### src/rtl/ssr_pkg.sv
package ssr_pkg;
  localparam int ADDR_W = 2;
  localparam int MODE_W = 3;
  localparam logic [ADDR_W-1:0] A_CTRL = 2'd0;
  localparam logic [ADDR_W-1:0] A_BUF  = 2'd1;
  localparam logic [ADDR_W-1:0] A_STAT = 2'd2;
  localparam logic [MODE_W-1:0] MODE_OFF  = 3'b000;
  localparam logic [MODE_W-1:0] MODE_SYNC = 3'b001;

  typedef struct packed {
    logic              tx_en;
    logic              err_irq;
    logic              rx_on;
    logic [MODE_W-1:0] mode;
  } ctrl_t;
endpackage

### src/rtl/ssr_rst_sync.sv
module ssr_rst_sync (
  input  logic clk,
  input  logic rst_n,
  output logic srst_n
);
  logic [1:0] q;
  always_ff @(posedge clk or negedge rst_n) begin
    if (!rst_n) q <= 2'b00;
    else        q <= {q[0], 1'b1};
  end
  assign srst_n = q[1];
endmodule

### src/rtl/ssr_sync_edge.sv
module ssr_sync_edge #(
  parameter int STAGES = 2
) (
  input  logic clk,
  input  logic rst_n,
  input  logic sclk_in,
  input  logic sdat_in,
  output logic rise,
  output logic dat
);
  logic [STAGES-1:0] ck_q, dt_q;
  logic              ck_prev;

  always_ff @(posedge clk or negedge rst_n) begin
    if (!rst_n) begin
      ck_q    <= '0;
      dt_q    <= '0;
      ck_prev <= 1'b0;
    end else begin
      ck_q    <= {ck_q[STAGES-2:0], sclk_in};
      dt_q    <= {dt_q[STAGES-2:0], sdat_in};
      ck_prev <= ck_q[STAGES-1];
    end
  end

  assign rise = ck_q[STAGES-1] & ~ck_prev;
  assign dat  = dt_q[STAGES-1];
endmodule

### src/rtl/ssr_shifter.sv
module ssr_shifter #(
  parameter int W = 8
) (
  input  logic         clk,
  input  logic         rst_n,
  input  logic         active,
  input  logic         rise,
  input  logic         din,
  output logic         done,
  output logic [W-1:0] frame
);
  localparam int CNT_W = $clog2(W);
  localparam logic [CNT_W-1:0] LAST = CNT_W'(W - 1);

  logic [W-1:0]     sr, sr_d, frame_d;
  logic [CNT_W-1:0] cnt, cnt_d;
  logic             done_d;

  always_comb begin
    sr_d    = sr;
    cnt_d   = cnt;
    frame_d = frame;
    done_d  = 1'b0;
    if (!active) begin
      sr_d  = '0;
      cnt_d = '0;
    end else if (rise) begin
      sr_d = {din, sr[W-1:1]};
      if (cnt == LAST) begin
        cnt_d   = '0;
        done_d  = 1'b1;
        frame_d = {din, sr[W-1:1]};
      end else begin
        cnt_d = cnt + 1'b1;
      end
    end
  end

  always_ff @(posedge clk or negedge rst_n) begin
    if (!rst_n) begin
      sr    <= '0;
      cnt   <= '0;
      frame <= '0;
      done  <= 1'b0;
    end else begin
      sr    <= sr_d;
      cnt   <= cnt_d;
      frame <= frame_d;
      done  <= done_d;
    end
  end
endmodule

### src/rtl/ssr_regs.sv
module ssr_regs
  import ssr_pkg::*;
#(
  parameter int W = 8
) (
  input  logic              clk,
  input  logic              rst_n,
  input  logic              wr_en,
  input  logic              rd_en,
  input  logic [ADDR_W-1:0] addr,
  input  logic [W-1:0]      wdata,
  input  logic              frame_done,
  input  logic [W-1:0]      frame,
  output logic [W-1:0]      rdata,
  output logic              active,
  output logic              rx_on,
  output logic              err_irq,
  output logic              full,
  output logic              ovr,
  output logic              irq
);
  ctrl_t          ctrl, ctrl_d;
  logic [W-1:0]   rbuf, rbuf_d;
  logic           full_d, ovr_d, irq_d;
  logic           wr_ctrl, wr_stat, rd_buf, clr_rx;
  logic           rx_evt, ovr_evt, irq_set;
  logic           unused_bits;

  assign wr_ctrl = wr_en && (addr == A_CTRL);
  assign wr_stat = wr_en && (addr == A_STAT);
  assign rd_buf  = rd_en && (addr == A_BUF);
  assign clr_rx  = wr_ctrl && !wdata[3];
  assign unused_bits = ^{wdata[W-1:6]};

  assign rx_evt  = frame_done && !clr_rx;
  assign ovr_evt = rx_evt && full && !rd_buf;
  assign irq_set = ctrl.err_irq ? ovr_evt : rx_evt;

  always_comb begin
    ctrl_d = ctrl;
    if (wr_ctrl) begin
      ctrl_d.mode    = wdata[MODE_W-1:0];
      ctrl_d.rx_on   = wdata[3];
      ctrl_d.err_irq = wdata[4];
      ctrl_d.tx_en   = (wdata[MODE_W-1:0] == MODE_SYNC) && wdata[5];
    end
  end

  always_comb begin
    rbuf_d = rbuf;
    full_d = full;
    ovr_d  = ovr;
    if (clr_rx) begin
      rbuf_d = '0;
      full_d = 1'b0;
      ovr_d  = 1'b0;
    end else begin
      if (rd_buf)  full_d = 1'b0;
      if (rx_evt) begin
        rbuf_d = frame;
        full_d = 1'b1;
      end
      if (ovr_evt) ovr_d = 1'b1;
    end
  end

  always_comb begin
    irq_d = irq;
    if (wr_stat && !wdata[2]) irq_d = 1'b0;
    if (irq_set)              irq_d = 1'b1;
  end

  always_ff @(posedge clk or negedge rst_n) begin
    if (!rst_n) begin
      ctrl <= '0;
      rbuf <= '0;
      full <= 1'b0;
      ovr  <= 1'b0;
      irq  <= 1'b0;
    end else begin
      ctrl <= ctrl_d;
      rbuf <= rbuf_d;
      full <= full_d;
      ovr  <= ovr_d;
      irq  <= irq_d;
    end
  end

  always_comb begin
    case (addr)
      A_CTRL:  rdata = W'({ctrl.tx_en, ctrl.err_irq, ctrl.rx_on, ctrl.mode});
      A_BUF:   rdata = rbuf;
      A_STAT:  rdata = W'({irq, ovr, full});
      default: rdata = '0;
    endcase
  end

  assign active  = (ctrl.mode == MODE_SYNC) && ctrl.rx_on;
  assign rx_on   = ctrl.rx_on;
  assign err_irq = ctrl.err_irq;
endmodule

### src/rtl/ssr_rx.sv
module ssr_rx
  import ssr_pkg::*;
#(
  parameter int W         = 8,
  parameter int SYNC_STGS = 2
) (
  input  logic              clk,
  input  logic              rst_n,
  input  logic              sclk_in,
  input  logic              sdat_in,
  input  logic              wr_en,
  input  logic              rd_en,
  input  logic [ADDR_W-1:0] addr,
  input  logic [W-1:0]      wdata,
  output logic [W-1:0]      rdata,
  output logic              irq
);
  logic         srst_n, rise, dat, active, done;
  logic         rx_on, err_irq, full, ovr;
  logic [W-1:0] frame;

  ssr_rst_sync u_rst (.clk(clk), .rst_n(rst_n), .srst_n(srst_n));

  ssr_sync_edge #(.STAGES(SYNC_STGS)) u_sync (
    .clk(clk), .rst_n(srst_n), .sclk_in(sclk_in), .sdat_in(sdat_in),
    .rise(rise), .dat(dat)
  );

  ssr_shifter #(.W(W)) u_shift (
    .clk(clk), .rst_n(srst_n), .active(active), .rise(rise), .din(dat),
    .done(done), .frame(frame)
  );

  ssr_regs #(.W(W)) u_regs (
    .clk(clk), .rst_n(srst_n), .wr_en(wr_en), .rd_en(rd_en), .addr(addr),
    .wdata(wdata), .frame_done(done), .frame(frame), .rdata(rdata),
    .active(active), .rx_on(rx_on), .err_irq(err_irq), .full(full),
    .ovr(ovr), .irq(irq)
  );
endmodule

### config.mk
export PLATFORM = sky130hd
export DESIGN_NAME = ssr_rx
export DESIGN_NICKNAME = d
export VERILOG_FILES = /design/src/rtl/ssr_pkg.sv /design/src/rtl/ssr_rst_sync.sv /design/src/rtl/ssr_sync_edge.sv /design/src/rtl/ssr_shifter.sv /design/src/rtl/ssr_regs.sv /design/src/rtl/ssr_rx.sv
export SDC_FILE = /design/constraint.sdc
export NUM_CORES = 1
export LEC_CHECK = 0
export CORE_ASPECT_RATIO = 0.75
export CORE_MARGIN = 5
export CORE_UTILIZATION = 48
export DETAILED_ROUTE_END_ITERATION = 10
export PLACE_DENSITY = 0.83
export SLEW_MARGIN = 0
export SYNTH_ARGS = -nofsm -noshare
export SYNTH_HDL_FRONTEND = slang
export SYNTH_SLANG_ARGS = --single-unit
export TNS_END_PERCENT = 30
### constraint.sdc
create_clock -name clk -period 1.3 [get_ports clk]
set_clock_uncertainty 0.15 [all_clocks]
set_input_delay 0.195 -clock clk [delete_from_list [all_inputs] [get_ports clk]]
set_output_delay 0.195 -clock clk [all_outputs]
set_load 0.01 [all_outputs]
# == Word-level counts from Yosys, hierarchy flattened ==
# Cells that the tools add are included.
# op_classes
n_addsub,1
n_bitwise,2
n_eq_ne,6
mux,19
n_reduce_logical,20
# op_table
cell,count
8-bit two-way mux,4
8-bit case mux with 3 select lines,1
1-bit two-way mux,11
1-bit logical AND,10
3-bit two-way mux,3
"3-bit by 1-bit == test with 1-bit output, second input constant",2
2-bit nonzero test,3
1-bit logical NOT,4
"3-bit by 1-bit adder with 3-bit output, second input constant",1
"3-bit == test, second input constant",1
3-bit AND reduction,1
3-bit nonzero test,1
"2-bit by 1-bit == test with 1-bit output, second input constant",1
"2-bit == test, second input constant",1
2-bit logical NOT,1
"2-bit != test, second input constant",1
1-bit bitwise AND,1
1-bit inverter,1
# totals
elab_cells,64
ff_bits,44
inputBits,16
output_inout_bits,9

# == Logic depth before layout (Yosys ltp) ==
# Gate-level depths: netlist (run 1).
# depth
depth_word,9
mapped_depth,5
ltp_nobuf,5

# == Modules after synthesis ==
# From an unflattened synthesis (run 1), not the netlist that was laid out.
# unflattened
hier_cells,139
area_unflattened_um2,1883.1
# modules_own_cells
mod,cells_each,instances,seq_area_each_um2,area_per_inst_um2
ssr_regs,76,1,425.4,858.3
ssr_shifter,54,1,475.5,832.0
ssr_sync_edge,6,1,125.1,138.9
ssr_rst_sync,3,1,50.0,53.8

# == Least setup slack after synthesis (run 1) ==
# No wires, ideal clock.
# synth_path
path_kind,reg-to-reg
startpoint,register u_shift.cnt[0]
endpoint,register u_shift.frame[1]
n_path_buf,0
required_ns,1.025
path_stages_with_launch,6
arrival_ns,1.393
period_less_slack_ns,1.668
setup_time_ns,0.125
setup_slack_ns,-0.368
cell_sequence,dfrtp_1 > ha_1 > ha_1 > inv_1 > nor3_4 > mux2_2
# synth_between
elab_chain_cells,2
# synth_lines
item,line,rtl
start: declaration,ssr_shifter.sv:16,"logic [CNT_W-1:0] cnt, cnt_d;"
start signal: assignment,ssr_shifter.sv:47,cnt <= cnt_d;
3-bit == test,ssr_shifter.sv:29,if (cnt == LAST) begin
3-bit AND reduction (no source line),n/a,
end signal: assignment,ssr_shifter.sv:48,frame <= frame_d;
end: declaration,ssr_shifter.sv:10,output logic [W-1:0] frame
# No other way between the ends.
# A chain may end at the register's enable or synchronous reset.

# == Final worst setup path (run 1) ==
# layout_path
startpoint,register u_shift.cnt[0]
endpoint,register u_shift.frame[5]
# Same word-level chain as after synthesis.

==> results of run 1 <==
-- cell families (layout without fill, tap and decap cells) --
family,count (synthesis),after routing,synth area share
fa+ha+maj,2,2,0.01391
mux,22,22,0.1279
other cells,1,1,0.002084
flops,43,43,0.5981
compound gates,19,19,0.05702
buf+inv,9,51,0.02225
simple gates,65,65,0.1787
-- routing by layer --
metal	part of all wire	track usage
met4	0.0037	0.03797
met1	0.44	0.2206
met2	0.51	0.2738
met3	0.041	0.04323
met5	0	0
-- registers in the layout, summed over array words and instances, names as in the netlist, 2 cells and up --
name	count
u_shift.sr	7
u_sync.ck_q	2
u_shift.frame	8
u_regs.rbuf	8
u_regs.ctrl	4
u_shift.cnt	3
u_sync.dt_q	2
u_rst.q	2
-- critical path: stages (launching register included) --
cell,delay [ns]
dfrtp_1,0.37
ha_1,0.16
ha_2,0.18
inv_2,0.05
nor3_4,0.19
buf_12,0.16
mux2_2,0.33
-- final cells by class --
| class | instances | area share |
|---|---|---|
| sequential | 43 | 0.4615 |
| multi-input combinational | 109 | 0.3078 |
| timing repair buffer | 42 | 0.1585 |
| clock buffer | 8 | 0.04283 |
| tap | 52 | 0.02784 |
| inverter | 1 | 0.001606 |
-- cell usage after synthesis --
cell type | instances | area share
dfrtp_1 | 43 | 0.60
nand2_1 | 36 | 0.075
nor2_1 | 16 | 0.033
mux2i_1 | 14 | 0.078
a21oi_1 | 11 | 0.031
mux2_2 | 6 | 0.038
clkbuf_1 | 5 | 0.010
o21ai_0 | 5 | 0.014
and3b_1 | 2 | 0.0097
ha_1 | 2 | 0.014
mux2_1 | 2 | 0.013
nor2b_1 | 2 | 0.0070
a21boi_0 | 1 | 0.0042
a31oi_1 | 1 | 0.0035
buf_2 | 1 | 0.0028
buf_4 | 1 | 0.0042
clkbuf_2 | 1 | 0.0028
conb_1 | 1 | 0.0021
inv_1 | 1 | 0.0021
nand2b_1 | 1 | 0.0035
nand3_1 | 1 | 0.0028
nand3b_1 | 1 | 0.0042
nand4bb_4 | 1 | 0.015
nor3_4 | 1 | 0.0090
nor3b_1 | 1 | 0.0042
o41ai_1 | 1 | 0.0049
or3_1 | 1 | 0.0035
or3b_2 | 1 | 0.0049
or4bb_1 | 1 | 0.0063
-- report_power, final --
group,internal [mW],leakage (nW),total (mW),switching (mW)
combinational,0.162,0.492,0.311,0.149
sequential,1.39,0.571,1.43,0.0415
clock,0.485,0.0515,0.898,0.413
total,2.04,1.12,2.64,0.604
-- per-stage QoR --
| step | area [µm²] | hold WS (ns) | setup TNS (ns) | worst slack (ns) |
|---|---|---|---|---|
| after floorplan | 1800 | -0.2506 | -3.748 | -0.3502 |
| after detailed placement | 2210 | 0.08969 | -20.22 | -0.7402 |
| after global routing | 2337 | 0.1216 | -5.423 | -0.4722 |
| after global placement | 2210 | 0.08120 | -18.07 | -0.6754 |
| final | 2337 | 0.08125 | -3.976 | -0.3920 |
| after CTS | 2321 | 0.09477 | -4.287 | -0.3985 |
-- worst paths after layout --
check | endpoint | slack [ns] | start | cells past startpoint
setup / recovery | u_shift.frame[5] | -0.39 | u_shift.cnt[0] | 6
hold / removal | u_regs.ctrl[5] | 0.08 | u_rst.q[1] | 1
setup reg to reg | u_shift.frame[5] | -0.39 | u_shift.cnt[0] | 6
hold reg to reg | u_regs.ctrl[5] | 0.08 | u_rst.q[1] | 1
max in group asynchronous | u_rst.q[1] | 0.41 | rst_n | 2
min in group clk | u_sync.dt_q[0] | 0.19 | sdat_in | 1
-- what timing repair did --
action / 4_1_cts / 5_1_grt
pin swaps: 5 / 0
endpoints found under the setup margin: 45 / 32
setup buffers: 0 / 1
gates resized for setup: 56 / 9
hold buffers: 1 / 0
endpoints found under the hold margin: 2 / 0
==> impl_results.md, run 1 <==
- DP Wirelength: 2.799 mm
- Failing checks: negative setup slack
- PortBufs: 22
- Placed cells: 245
- Seq/Total Area, Yosys: 0.5981
- VDD IR max: 0.0007284 V
- Worst-Skew Late Latency: 0.28 ns
- Cts bufs inserted: 5
- Reg area: 1079 µm²
- Slack of the critical path: -0.3920 ns
- TritonCTS clock tree: built
- Clock-pin slew on the worst setup and hold paths: 0.08 ns
- Period utilization: 1.302
- Max Freq: 0.5910 GHz
- Wirelength per Cell: 14.86 µm
- Pwr/cell area: 1129 nW/µm²
- Yosys warning count: 0
- Fin. max-slew vios: 0
- Layout cells sized above 1: 0.2808
- Non-filler cells, final: 255
- Final setup fails: 19
- DRT iter0 DRCs: 117
- Syn_nets: 179
- Critical Path RT: 1.32 ns
- Register bit total from synthesis: 43
- Filler instances: 275
- Fin crit period: 1.692 ns
- Total power: 2.640 mW
- RSZ-0062 raised after global routing: yes
- Area of the multi-input gates: 719.4 µm²
- Mapped cell area: 1799 µm²
- Top Ports: 25
- Critical Path Start Type: flip-flop
- DRC violations left: 0
- Wire length of the first global-routing pass: 6.465 mm
- # diodes: 0
- # clock sinks: 43
- Gate Count Post-Synth: 161
- Die Ht: 63.02 µm
- CP max FO: 9
- Vias in the first global route: 1,351
- Kind of critical path: reg2reg
- Initial Util: 0.4947
- Number of vias per cell: 5.169
- All-Layer GR Usage: 0.1666
- Clock buffer depth: 2
- GRT overflow: 0
- Core Rows: 19
- Die area: 5085 µm²
- Status: finished, violations left
- Max_cap viols: 0
- Initial antenna violation count: 0
- Syn_area_per_cell: 11.18 µm²
- Width of the chip: 80.70 µm
- Fin util: 0.6426
- CP endpoint kind: flip-flop
- Commonest non-fill, non-tap cell in the layout: dfrtp_1
- Via count: 1,318
- Commonest non-fill, non-tap cells in the layout: 41 x dfrtp_1, 36 x nand2_1, 15 x nor2_1
- Yosys cell types: 29
- Final GP Congestion: 0.8656
- DRT Wirelength: 3.789 mm
- Layout area overhead: 29.90%
- Fin nets: 220
- Max H-tree Level: 2
- Hold Fails Final Rpt: 0
- Tightest Hold Check Type: reg2async
- Clock root buffer master: clkbuf_8
- DR pass1 iterations: 4
- Total core area: 3637 µm²
- Crit path DAT: 1.71 ns
- Static Leak: 1.115 nW
- Remaining antenna violation count: 0
- Pin count of the biggest net entering global routing: 42
Power figures use the tool's default switching activity.
==> run 2, diff against run 1 <==
- ABC_AREA: unset -> 0
- CORE_MARGIN: 5 -> unset
- CORE_UTILIZATION: 48 -> 53
- PLACE_DENSITY: 0.83 -> 0.87
- clock period: 1.3 -> 1.86 ns (I/O delays scaled with it)
==> impl_results.md, run 2 (synthesized netlist as in run 1, its figures left out) <==
- Status: finished clean (was finished, violations left)
- Via count: 1,271 (was 1,318)
- CP max FO: 12 (was 9)
- Fin nets: 212 (was 220)
- DR pass1 iterations: 4 (unchanged)
- CP endpoint kind: primary output (was flip-flop)
- Period utilization: 0.9824
- # clock sinks: 43 (unchanged)
- Slack of the critical path: 0.03282 ns (was -0.3920 ns)
- Top Ports: 25 (unchanged)
- Initial antenna violation count: 0 (unchanged)
- Initial Util: 0.5834 (was 0.4947)
- RSZ-0062 raised after global routing: yes (unchanged)
- Max_cap viols: 0 (unchanged)
- Critical Path RT: 1.43 ns (was 1.32 ns)
- Core Rows: 17 (was 19)
- Pwr/cell area: 897.1 nW/µm² (was 1129 nW/µm²)
- Hold WS: 0.1534 ns (was 0.08125 ns)
- Number of vias per cell: 5.455 (was 5.169)
- Cell Area, Placed: 2126 µm² (was 2210 µm²)
- GRT overflow: 0 (unchanged)
- Layout area overhead: 25.94% (was 29.90%)
- Remaining antenna violation count: 0 (unchanged)
- Cts bufs inserted: 5 (unchanged)
- Clock buffer depth: 2 (unchanged)
- Kind of critical path: in2out (was reg2reg)
- Static Leak: 1.084 nW (was 1.115 nW)
- Final setup fails: 0 (was 19)
- PortBufs: 22 (unchanged)
- Fin. max-slew vios: 0 (unchanged)
- All-Layer GR Usage: 0.2331 (was 0.1666)
- VDD IR max: 0.0005815 V (was 0.0007284 V)
- TritonCTS clock tree: built (unchanged)
- Crit path DAT: 1.40 ns (was 1.71 ns)
- Die area: 3634 µm² (was 5085 µm²)
- DRT Wirelength: 3.579 mm (was 3.789 mm)
- Worst-Skew Late Latency: 0.30 ns (was 0.28 ns)
- DRT iter0 DRCs: 57 (was 117)
- Total power: 2.033 mW (was 2.640 mW)
- # diodes: 0 (unchanged)
- Critical Path Start Type: input pin (was flip-flop)
- Max H-tree Level: 2 (unchanged)
- Clock-pin slew on the worst setup and hold paths: 0.08 ns (about the same)
- Commonest non-fill, non-tap cells in the layout: 43 x dfrtp_1, 36 x nand2_1, 16 x nor2_1 (was 41 x dfrtp_1, 36 x nand2_1, 15 x nor2_1)
- Rel. slew slack: 0.6100
- Clock root buffer master: clkbuf_8 (unchanged)
- Final instance area: 2266 µm² (was 2337 µm²)
- Wirelength per Cell: 15.36 µm (was 14.86 µm)
- Number of post-CTS setup repair buffers: 0 (unchanged)
- Wire length of the first global-routing pass: 6.106 mm (was 6.465 mm)
- Width of the chip: 69.28 µm (was 80.70 µm)
- Max Freq: 0.5473 GHz
- Top Registers: u_regs.rbuf: 8 flops, u_shift.frame: 8 flops, u_shift.sr: 7 flops (unchanged)
- Hold Fails Final Rpt: 0 (unchanged)
- Total core area: 3084 µm² (was 3637 µm²)
- Pin count of the biggest net entering global routing: 42 (unchanged)
- Fin crit period: 1.827 ns
- Final GP Congestion: 0.8822 (was 0.8656)
- Die Ht: 52.46 µm (was 63.02 µm)
- DP Wirelength: 2.519 mm (was 2.799 mm)
- Worst-margin pin slew: 0.5837 ns
- Vias in the first global route: 1,295 (was 1,351)
- Commonest non-fill, non-tap cell in the layout: dfrtp_1 (unchanged)
- Pre-CTS setup slack: -0.3371 ns (was -0.7402 ns)
- Tightest Hold Check Type: reg2async (unchanged)
- Layout cells sized above 1: 0.1436 (was 0.2808)
- DRC violations left: 0 (unchanged)
run 2: changes by cell type in the layout (fill, tap and decap cells not counted), moves of 3 or more:
cell and change:
buf_2 -10, dlygate4sd2_1 +6, buf_6 -5, clkdlybuf4s50_1 +3, o21ai_0 +3, o21ai_1 -3
run 2: routing by layer:
layer  vias up  routed length, µm  global-route usage
li1        604                  -                   -
met1       634               1723              0.2810
met2        22               1626              0.3835
met3        11                113             0.06346
met4         0                116              0.1395
met5         -                  0                   0
run 2: area by class of cell:
class                   instances  area [µm²]
clock buffers                   6       72.57
multi-input cells             109       685.7
repair buffers                 34       320.3
flip-flops and latches         43        1076
inverters                       1       3.754
clock inverters                 2       60.06
fillers                       216       818.3
well taps                      38       47.55
run 2: path summary, 6_finish.rpt:
kind / slack [ns] / start / to / depth (start not counted)
min reg2reg: 0.15 / u_rst.q[1] / u_regs.rbuf[5] / 1
max reg2reg: 0.11 / u_shift.cnt[1] / u_shift.frame[1] / 6
min in group clk: 0.21 / u_rst.q[0] / u_rst.q[1] / 0
max: 0.03 / addr[1] / rdata[6] / 4
max in group asynchronous: 0.92 / rst_n / u_rst.q[1] / 2
min: 0.15 / u_rst.q[1] / u_regs.rbuf[5] / 1
run 2: critical path, cell delays in order:
cell and delay, ns:
clkdlybuf4s50_1 0.47, buf_4 0.18, and3b_1 0.19, dlygate4sd2_1 0.28
run 2: what timing repair did:
item / CTS / global route
gates resized for setup: 10 / 3
hold buffers: 1 / 0
endpoints found under the hold margin: 2 / 0
endpoints found under the setup margin: 8 / 5
run 2: stage by stage:
stage                       util  cells   TNS (ns)
after floorplan                -    161          0
after global placement    0.6892    224     -3.985
after detailed placement  0.6892    224     -4.699
after CTS                 0.7331    233          0
after global routing      0.7347    233  -0.005184
final                     0.7347    233          0
run 2: where the power goes:
group / leakage (nW) / internal, mW / switching [mW]
combinational: 0.444 / 0.0891 / 0.0883
clock: 0.0654 / 0.536 / 0.313
sequential: 0.574 / 0.971 / 0.0349
total: 1.08 / 1.60 / 0.436
